<file path="src/rtl/perif_irq_pkg.sv">
package perif_irq_pkg;
  localparam int NSRC      = 32;
  localparam int NGRP      = 3;
  localparam int VEC_BASE  = 33;
  localparam logic [NSRC-1:0] EDGE_BITS = 32'h1041_0000;

  function automatic int grp_lo(input int g);
    case (g)
      0:       return 0;
      1:       return 8;
      default: return 16;
    endcase
  endfunction

  function automatic int grp_hi(input int g);
    case (g)
      0:       return 7;
      1:       return 15;
      default: return NSRC - 1;
    endcase
  endfunction

  function automatic logic [NSRC-1:0] grp_bits(input int g);
    logic [NSRC-1:0] m;
    m = '0;
    for (int i = 0; i < NSRC; i++)
      if (i >= grp_lo(g) && i <= grp_hi(g)) m[i] = 1'b1;
    return m;
  endfunction
endpackage

</file>
<file path="src/rtl/irq_edge_latch.sv">
module irq_edge_latch #(
  parameter int N = 32,
  parameter logic [N-1:0] EDGE = '0
) (
  input  logic         clk,
  input  logic         rst_n,
  input  logic [N-1:0] src,
  input  logic [N-1:0] clr,
  output logic [N-1:0] view
);
  logic [N-1:0] prev_q;
  logic [N-1:0] hold_q;
  logic [N-1:0] rise;

  assign rise = src & ~prev_q;

  always_ff @(posedge clk or negedge rst_n) begin
    if (!rst_n) begin
      prev_q <= '0;
      hold_q <= '0;
    end else begin
      prev_q <= src;
      // a new edge wins over a clear in the same cycle
      hold_q <= EDGE & (rise | (hold_q & ~clr));
    end
  end

  assign view = (hold_q & EDGE) | (src & ~EDGE);
endmodule

</file>
<file path="src/rtl/irq_group_reduce.sv">
module irq_group_reduce
  import perif_irq_pkg::*;
#(
  parameter int N = NSRC,
  parameter int G = NGRP
) (
  input  logic [N-1:0] pend,
  output logic [G-1:0] grp
);
  for (genvar g = 0; g < G; g++) begin : g_grp
    localparam logic [N-1:0] SEL = N'(grp_bits(g));
    assign grp[g] = |(pend & SEL);
  end
endmodule

</file>
<file path="src/rtl/irq_prio_vec.sv">
module irq_prio_vec #(
  parameter int N    = 32,
  parameter int BASE = 33,
  parameter int VW   = $clog2(N + BASE)
) (
  input  logic [N-1:0]  pend,
  output logic          valid,
  output logic [VW-1:0] num
);
  localparam int IW = $clog2(N);
  logic [IW-1:0] idx;

  always_comb begin
    idx = '0;
    for (int i = N - 1; i >= 0; i--)
      if (pend[i]) idx = IW'(i);
  end

  assign valid = |pend;
  assign num   = valid ? (VW'(idx) + VW'(BASE)) : '0;
endmodule

</file>
<file path="src/rtl/perif_irq_group.sv">
module perif_irq_group
  import perif_irq_pkg::*;
(
  input  logic        clk,
  input  logic        rst_n,
  input  logic [31:0] irq_src,
  input  logic        reg_sel,
  input  logic        reg_we,
  input  logic [31:0] reg_wdata,
  output logic [31:0] reg_rdata,
  output logic [2:0]  grp_pend,
  output logic        vec_valid,
  output logic [6:0]  vec_num
);
  localparam int VW = $clog2(NSRC + VEC_BASE);

  logic [NSRC-1:0] stat_view;
  logic [NSRC-1:0] mask_q;
  logic [NSRC-1:0] clr_vec;
  logic [NSRC-1:0] pend;

  assign clr_vec = (reg_we && !reg_sel) ? ~reg_wdata : '0;

  irq_edge_latch #(.N(NSRC), .EDGE(EDGE_BITS)) u_latch (
    .clk  (clk),
    .rst_n(rst_n),
    .src  (irq_src),
    .clr  (clr_vec),
    .view (stat_view)
  );

  always_ff @(posedge clk or negedge rst_n) begin
    if (!rst_n)                mask_q <= '0;
    else if (reg_we && reg_sel) mask_q <= reg_wdata;
  end

  assign pend      = stat_view & mask_q;
  assign reg_rdata = reg_sel ? mask_q : stat_view;

  irq_group_reduce #(.N(NSRC), .G(NGRP)) u_grp (
    .pend(pend),
    .grp (grp_pend)
  );

  irq_prio_vec #(.N(NSRC), .BASE(VEC_BASE), .VW(VW)) u_vec (
    .pend (pend),
    .valid(vec_valid),
    .num  (vec_num)
  );
endmodule

</file>
<file path="config.mk">
export PLATFORM = sky130hd
export DESIGN_NAME = perif_irq_group
export DESIGN_NICKNAME = d
export VERILOG_FILES = /design/src/rtl/perif_irq_pkg.sv /design/src/rtl/irq_edge_latch.sv /design/src/rtl/irq_group_reduce.sv /design/src/rtl/irq_prio_vec.sv /design/src/rtl/perif_irq_group.sv
export SDC_FILE = /design/constraint.sdc
export NUM_CORES = 1
export LEC_CHECK = 0
export BUFFER_PORTS_ARGS = -buffer_cell sky130_fd_sc_hd__buf_2
export CORE_ASPECT_RATIO = 1.5
export CORE_MARGIN = 4
export CORE_UTILIZATION = 47
export CTS_CLUSTER_SIZE = 20
export DETAILED_ROUTE_END_ITERATION = 16
export PLACE_DENSITY = 0.8
export SETUP_SLACK_MARGIN = 0.02
export SYNTH_ARGS = -nofsm -noshare
export SYNTH_HDL_FRONTEND = slang
export SYNTH_SLANG_ARGS = --single-unit
</file>
<file path="constraint.sdc">
create_clock -name clk -period 4.3 [get_ports clk]
set_input_delay 1.075 -clock clk [delete_from_list [all_inputs] [get_ports clk]]
set_output_delay 1.075 -clock clk [all_outputs]
set_load 0.1 [all_outputs]
</file>
Word level (Yosys, flattened, before mapping). Cells that the tools add are included.

Flip-flop bits (word level): 64. Input bits: 68. Output and inout bits: 43.

Add/subtract/negate cells: 1. Muxes and demuxes: 35. Bitwise gates (word level): 8. Reductions and logical operators: 7.

Operator list (count): 2-to-1 mux 5 bit (32); inverter 29 bit (3); bitwise AND 29 bit (2); bitwise AND 32 bit (1); 2-to-1 mux 32 bit (1); OR 29 x 32 -> 32 bit (1); OR reduction 32 bit (1); 2-to-1 mux 29 bit (1); OR 29 bit (1); OR reduction 16 bit (1); OR reduction 8 bit (2); adder 5 x 6 -> 7 bit (second input constant) (1); 2-to-1 mux 7 bit (1); logical AND 1 bit (2); zero test 1 bit (1).

Logic depth before layout (Yosys ltp). Gate-level depths: netlist of run 1.

Depth after elaboration: 36. Depth in mapped cells: 8.

By module. From an unflattened synthesis of run 1, not the netlist that was laid out.

Cells, all modules: 309. Area total of the unflattened synthesis: 3044.2 sq um.

By module, submodules not included: perif_irq_group (instances 1, cells each 172, area each 2043.2 sq um); irq_prio_vec (instances 1, cells each 82, area each 509.2 sq um); irq_edge_latch (instances 1, cells each 44, area each 427.9 sq um); irq_group_reduce (instances 1, cells each 11, area each 63.8 sq um).

Least setup slack after synthesis of run 1. No wires, ideal clock.

Path type: input-to-output. Start point: in irq_src[27]. End point: out vec_num[4]. Arrival: 4.899 ns. Data required time: 3.225 ns. Path slack: -1.674 ns. Stages on the path: 8. Buffers on the path: 0. Cell sequence: a22o_1 -> a31oi_1 -> o2111ai_1 -> a2111oi_2 -> nor2_1 -> ha_1 -> a31o_1 -> a311oi_1.

Word-level cells in the longest chain between the ends: 32. Elaborated cells between the ends (all ways): 33. Those cells by class: 1 x add/sub; 29 x mux; 2 x bitwise; 1 x reduce/logical.

Ends and longest elaborated chain: from (decl) (line perif_irq_group.sv:6) `input logic [31:0] irq_src,`; OR 29 x 32 -> 32 bit * (line irq_edge_latch.sv:28) `assign view = (hold_q & EDGE) | (src & ~EDGE);`; bitwise AND 32 bit * (line perif_irq_group.sv:37) `assign pend = stat_view & mask_q;`; 2-to-1 mux 5 bit (28 in a row) (line irq_prio_vec.sv:16) `if (pend[i]) idx = IW'(i);`; adder 5 x 6 -> 7 bit (line irq_prio_vec.sv:20) `assign num = valid ? (VW'(idx) + VW'(BASE)) : '0;`; 2-to-1 mux 7 bit * (line irq_prio_vec.sv:20); to (decl) (line perif_irq_group.sv:13) `output logic [6:0] vec_num`.

Mark *: on every way between the ends. The rest lies on a longest branch, timed or not.

Worst setup path in the final report of run 1. Ends and elaborated chain as after synthesis.

==> results.py, run 1 <==
metrics = {
    "place": {
        "portBuffers": 110,
        "place_ws_ns": -0.140,
        "dp_hpwl_mm": 5.22,
        "dp_cells": 407,
        "gp_congestion": 0.836,
    },
    "setup_path": {
        "crit_required_ns": 3.22,
        "slowest_stage": "a2111oi_4",
        "worstSetupPathType": "input pin to output pin",
        "worstPathCellList": "buf_2 -> a22o_1 -> a31oi_1 -> o2111ai_1 -> a2111oi_4 -> nor2_1 -> ha_2 -> a31o_1 -> a311oi_4 -> buf_12",
        "cp_max_fo": 4,
        "path_buf_inv": 2,
        "critPathCaptureType": "output pin",
        "max_stage_delay_ns": 0.38,
        "crit_family": "compound AO/OA/AOI/OAI gates",
        "worstSetupStartpointType": "input pin",
        "arrival_ns": 3.16,
    },
    "timing": {
        "post-route-min-period_ns": 4.24,
        "drv_slew": 0,
        "post-route-period-util_pct": 98.5,
        "setup_viol": 0,
        "max_slew_margin_pct": 41.1,
        "clock.fmax_ghz": 0.236,
        "hold_viol": 0,
        "fin_tns_setup_ns": 0,
        "setup_ws_ns": 0.0628,
        "fin_skew_ns": 0.000515,
        "rsz0062_at_grt": "true",
        "tightest_slew_ns": 0.883,
    },
    "cells_and_area": {
        "syn2layout_area_growth_pct": 43.9,
        "fillers": 393,
        "drive_above_1_share_pct": 62.1,
        "final-instance-count-excl-fill": 417,
        "layout_common_cells": "103 x buf_2, 64 x mux2_2, 38 x dfrtp_1, 24 x nand2_1, 15 x buf_4",
        "layout_commonest_cell": "buf_2",
        "nets": 419,
        "antenna_cells": 0,
    },
    "logic_synthesis": {
        "avgSynthCellArea_um2": 10.8,
        "syn_area_mm2": 0.00242,
        "syn_nets": 294,
        "muxShareOfSynthArea_pct": 29.8,
        "ys_types": 40,
        "synthCells": 225,
        "async_flop_share_pct": 100,
        "synthSimpleGateAreaFrac_pct": 10.7,
        "synthXorXnorAreaFrac_pct": 0.724,
        "yosys_warnings": 0,
        "ys.flop_type": "dfrtp_1",
        "synth_edf_count": 0,
        "synthAdderAreaFrac_pct": 0.517,
        "synth_compound_area_share_pct": 17.0,
        "synth_top_family_by_area": "multiplexers",
        "seq_area_frac_synth_pct": 39.3,
        "ys_ff_latch": 38,
    },
    "pwr": {
        "power_leakage_nw": 1.59,
        "p_total_mw": 1.69,
        "powerDensity_mw_per_mm2": 484,
        "worst_ir_drop_vdd_uv": 322,
    },
    "detailed_routing": {
        "wl_met1_mm": 2.47,
        "routed_via_density": 5.53,
        "met2_length_mm": 3.77,
        "drt_iter0_drc": 85,
        "met3_length_um": 345,
        "top_layer_used": "met4",
        "wirelength_mm": 6.66,
        "ant_nets": 0,
        "route.detailed.drc": 0,
        "first_pass_iters": 4,
        "vias": 2304,
        "routedWlPerCell_um": 16.0,
    },
    "clock_network": {
        "cts_tree": "done",
        "clkLatencyLatePin_ns": 0.29,
        "cts_hold_buf": 0,
        "numClockSinks": 38,
        "htreeDepth": 2,
        "clk_pin_slew_ns": 0.08,
        "clockRootBuffer": "clkbuf_8",
        "cts_made_buffers": 5,
        "clockBufferDepth": 2,
    },
    "die": {
        "num_rows": 31,
        "die_width_um": 66.6,
        "core_region_area_mm2": 0.00493,
        "ios": 111,
        "dieArea_mm2": 0.00639,
        "die_h_um": 95.9,
        "initial_core_util_pct": 49.1,
    },
    "global_route": {
        "grt_pass1_wl_mm": 10.6,
        "grt_usage_pct": 21.4,
        "grt_max_degree": 39,
        "overflow": 0,
        "antenna_found_initial": 0,
        "grt_pass1_vias": 2324,
    },
    "run": {
        "cap_violations": 0,
    },
    "run_status": {
        "status": "finished clean",
    },
    "hold_path": {
        "hp-class": "flip-flop to flip-flop",
    },
}
==> report_power, final <==
part	total (mW)	switching, mW	internal (mW)
Clock	0.365	0.132	0.232
Sequential	0.456	0.0496	0.406
Combinational	0.867	0.599	0.268
Total	1.69	0.781	0.907
==> Yosys cell counts (3+ instances only) <==
master,n,area [um^2]
a21oi_1,3,15.0
a22o_1,7,61.3
a22oi_1,9,67.6
a31oi_1,3,18.8
a32o_1,3,30.0
and2_1,3,18.8
buf_1,3,11.3
clkbuf_1,4,15.0
dfrtp_1,38,951
inv_1,6,22.5
mux2_2,64,721
nand2_1,26,97.6
nand2b_1,3,18.8
nand3_1,4,20.0
nor2_1,9,33.8
o21ai_0,9,45.0
==> layer usage <==
layer,vias up,GRT usage [%]
met3,7,3.04
met2,83,39.2
met5,-,0
met4,0,6.78
li1,1099,-
met1,1115,25.2
==> cells by family (layout without fill, tap and decap cells) <==
family | after synthesis | after routing
muxes | 64 | 64
and+or+nand+nor | 55 | 55
AOI/OAI and AO/OA | 52 | 52
DFF | 38 | 38
buffers and inverters | 13 | 139
xor gates and xnor gates | 2 | 2
adders and majority gates | 1 | 1
==> registers in the layout (all words and copies together), names as in the netlist <==
name            cells
mask_q             32
u_latch.hold_q      3
u_latch.prev_q      3
==> layout make-up <==
type                       count  area (um^2)  area share [%]
timing repair buffer         125          768            22.0
multi-input combinational    174         1520            43.7
clock buffer                   5         68.8            1.97
sequential                    38          951            27.3
clock inverter                 3         68.8            1.97
tap                           66         82.6            2.37
inverter                       6         22.5           0.646
==> path summary, 6_finish.rpt <==
kind / startpoint / end / slack (ns) / cells past startpoint
max: irq_src[27] / vec_num[4] / 0.06 / 10
min: u_latch.prev_q[22] / u_latch.hold_q[22] / 0.43 / 1
max reg2reg: mask_q[7] / mask_q[7] / 3.47 / 1
min reg2reg: u_latch.prev_q[22] / u_latch.hold_q[22] / 0.43 / 1
max in group asynchronous: rst_n / mask_q[1] / 2.84 / 1
min in group asynchronous: rst_n / u_latch.prev_q[16] / 0.90 / 1
==> per-stage QoR <==
stage / util, % / area (um^2) / hold WS [ns]
4_1_cts: 70.4 / 3470 / 0.430
6_report: 70.7 / 3480 / 0.429
2_1_floorplan: - / 2480 / 0.400
3_5_place_dp: 66.9 / 3290 / 0.419
5_1_grt: 70.7 / 3480 / 0.454
3_3_place_gp: 66.9 / 3290 / 0.404
==> what timing repair did <==
action | 4_1_cts | 5_1_grt
resized for setup | 3 | 5
setup endpoints to repair | 2 | 3
setup buffers | 2 | 0
pin swaps | 2 | 1
No activity file was read; power rests on OpenSTA's default activity.
==> run 2, diff against run 1 <==
- ABC_AREA: unset -> 1
- REMOVE_ABC_BUFFERS: unset -> 1
==> run 2 against run 1 <==
Net effect:
- the flow now finishes with violations (setup timing)
- flip-flop and latch count unchanged
- die area shrank 0.69%
- final cell count rose by 25%
- power shrank 2.3%
- clock power is 3% higher
- routed wire length increased by 8.0%
- global-route usage increased by 2.1 points
- clock-buffer cell count is 1 higher
- critical endpoint is now vec_num[2]
- largest cell class unchanged
- largest power group unchanged
==> results.py, run 2 <==
metrics = {
    "timing": {
        "clock.fmax_ghz": 0.212,
        "fin_tns_setup_ns": -1.74,
        "drv_slew": 0,
        "max_slew_margin_pct": 41.8,
        "tightest_slew_ns": 0.873,
        "setup_ws_ns": -0.418,
        "setup_viol": 7,
        "post-route-min-period_ns": 4.72,
        "hold_viol": 0,
        "post-route-period-util_pct": 110,
        "fin_skew_ns": 0.000294,
        "rsz0062_at_grt": "true",
    },
    "pwr": {
        "p_seq_share_pct": 27.2,
        "combPwrFrac_pct": 50.0,
        "switching_power_mw": 0.748,
        "powerDensity_mw_per_mm2": 463,
        "power_frac_clock_pct": 22.9,
        "power_leakage_nw": 1.97,
        "internal_power_mw": 0.900,
        "worst_ir_drop_vdd_uv": 264,
        "p_total_mw": 1.65,
        "switching_share_pct": 45.4,
    },
    "cells_and_area": {
        "layout_common_cells": "166 x nand2_1, 99 x buf_2, 38 x dfrtp_1, 30 x mux2_2, 20 x buf_4",
        "drive_above_1_share_pct": 45.0,
        "nets": 524,
        "reg_top3": "mask_q (32), u_latch.hold_q (3), u_latch.prev_q (3)",
        "multi_input_area_mm2": 0.00146,
        "layout_commonest_cell": "nand2_1",
        "fillers": 411,
        "largest_register": "mask_q",
        "register_area_um2": 951,
        "antenna_cells": 0,
        "final_cell_area_mm2": 0.00356,
        "largest_reg_flops": 32,
        "syn2layout_area_growth_pct": 48.3,
    },
    "die": {
        "ios": 111,
        "dieArea_mm2": 0.00634,
        "die_h_um": 95.6,
        "core_region_area_mm2": 0.00489,
        "num_rows": 31,
        "initial_core_util_pct": 49.2,
        "die_width_um": 66.4,
    },
    "logic_synthesis": {
        "synthTopCellsByCount": "169 x nand2_1, 38 x dfrtp_1, 30 x mux2_2",
        "ys_ff_latch": 38,
        "synth.top_cell.area_share_pct": 39.6,
        "netlist_top_cells_area": "dfrtp_1 40%, nand2_1 26%, mux2_2 14%, nor2_1 3.3%, nand2_4 2.8%",
        "yosys_warnings": 0,
        "ys.flop_type": "dfrtp_1",
        "synth_top_family_by_area": "simple AND/OR/NAND/NOR gates",
        "muxShareOfSynthArea_pct": 14.1,
        "yosysTopAreaCell": "dfrtp_1",
        "seq_area_frac_synth_pct": 39.6,
        "synthCells": 327,
        "syn_area_mm2": 0.00240,
        "synth_compound_area_share_pct": 5.89,
        "ys_types": 23,
        "async_flop_share_pct": 100,
        "yosysMostFrequentCell": "nand2_1",
        "synth_edf_count": 0,
        "synthAdderAreaFrac_pct": 0.521,
        "synthXorXnorAreaFrac_pct": 0,
        "synthSimpleGateAreaFrac_pct": 36.0,
        "avgSynthCellArea_um2": 7.35,
    },
    "setup_path": {
        "worstSetupStartpointType": "input pin",
        "max_stage_delay_ns": 0.22,
        "cp_max_fo": 2,
        "crit_top_cell": "nand2_1",
        "worstSetupPathType": "input pin to output pin",
        "arrival_ns": 3.64,
        "crit_required_ns": 3.22,
        "slowest_stage": "nor3_4",
        "regToRegSetupSlack_ns": 3.48,
        "critPathCaptureType": "output pin",
    },
    "detailed_routing": {
        "wirelength_mm": 7.19,
        "vias": 2651,
        "first_pass_iters": 4,
        "routed_via_density": 5.08,
        "route.detailed.drc": 0,
        "ant_nets": 0,
        "routedWlPerCell_um": 13.8,
        "drt_iter0_drc": 117,
    },
    "run": {
        "cap_violations": 0,
    },
    "hold_path": {
        "hp-class": "flip-flop to flip-flop",
    },
    "global_route": {
        "grt_usage_pct": 23.5,
        "antenna_found_initial": 0,
        "grt_pass1_wl_mm": 11.6,
        "grt_max_degree": 39,
        "grt_pass1_vias": 2696,
        "overflow": 0,
    },
    "run_status": {
        "violations": "setup timing",
        "status": "finished with violations",
    },
    "clock_network": {
        "htreeDepth": 2,
        "numClockSinks": 38,
        "clockBufferDepth": 2,
        "clk_pin_slew_ns": 0.08,
        "cts_tree": "done",
        "clkLatencyLatePin_ns": 0.29,
        "cts_made_buffers": 5,
        "clockRootBuffer": "clkbuf_8",
    },
    "place": {
        "place_area_mm2": 0.00327,
        "portBuffers": 110,
        "gp_congestion": 0.821,
        "dp_hpwl_mm": 5.38,
    },
}
## run 2: metrics by stage
stage	std cells	hold WS [ns]	utilization [%]	worst slack (ns)
CTS	522	0.427	72.2	-0.432
detailed placement	511	0.416	66.9	-0.551
global route	522	0.439	72.9	-0.767
floorplan	317	0.400	-	-1.90
global placement	511	0.405	66.9	-0.422
finish	522	0.423	72.9	-0.418
## run 2: final cells by class
type	count	area share (%)
flip-flops and latches	38	26.7
repair buffers	131	24.2
well taps	66	2.32
inverters	15	1.72
multi-input cells	264	41.0
clock buffers	6	2.32
clock inverters	2	1.69
## run 2: worst paths after layout
check | startpoint | to | cells past startpoint
worst max-delay path | irq_src[31] | vec_num[2] | 39
worst min-delay path | u_latch.prev_q[22] | u_latch.hold_q[22] | 1
worst max register to register | mask_q[20] | mask_q[20] | 1
worst min register to register | u_latch.prev_q[22] | u_latch.hold_q[22] | 1
max in group asynchronous | rst_n | mask_q[12] | 1
min in group asynchronous | rst_n | mask_q[28] | 1
## run 2: power by group through the flow
stage          clock [mW]  combinational (mW)  sequential [mW]
2_1_floorplan           0               0.563            0.444
5_1_grt             0.396               0.875            0.455
3_3_place_gp            0               0.763            0.449
6_report            0.377               0.823            0.447
3_5_place_dp            0               0.774            0.454
4_1_cts             0.383               0.812            0.447
## run 2: critical path: cells and delay by family
family,cells,cell delay (ns)
buffers and inverters,5,0.55
adders and majority gates,1,0.18
and+or+nand+nor,32,1.75
AOI/OAI and AO/OA,1,0.07
## run 2: routing by layer
layer	vias up	wire length [um]	GRT usage [%]
met5	-	0	0
met4	0	330	11.9
met3	31	409	3.18
met2	106	3950	45.3
met1	1223	2500	23.7
li1	1291	-	-
## run 2: cells by family after synthesis
kind of cell | count (synthesis)
simple gates | 210
flops | 38
mux | 30
buf+inv | 25
compound gates | 23
fa+ha+maj | 1
## run 2: what timing repair did
action                                  CTS  global route
cloned                                    0             0
endpoints found under the setup margin    7             8
pin swaps                                14            15
hold buffers                              0             0
gates resized for setup                  25             9
buffers inserted                          4             2
hold endpoints to repair                  0             0
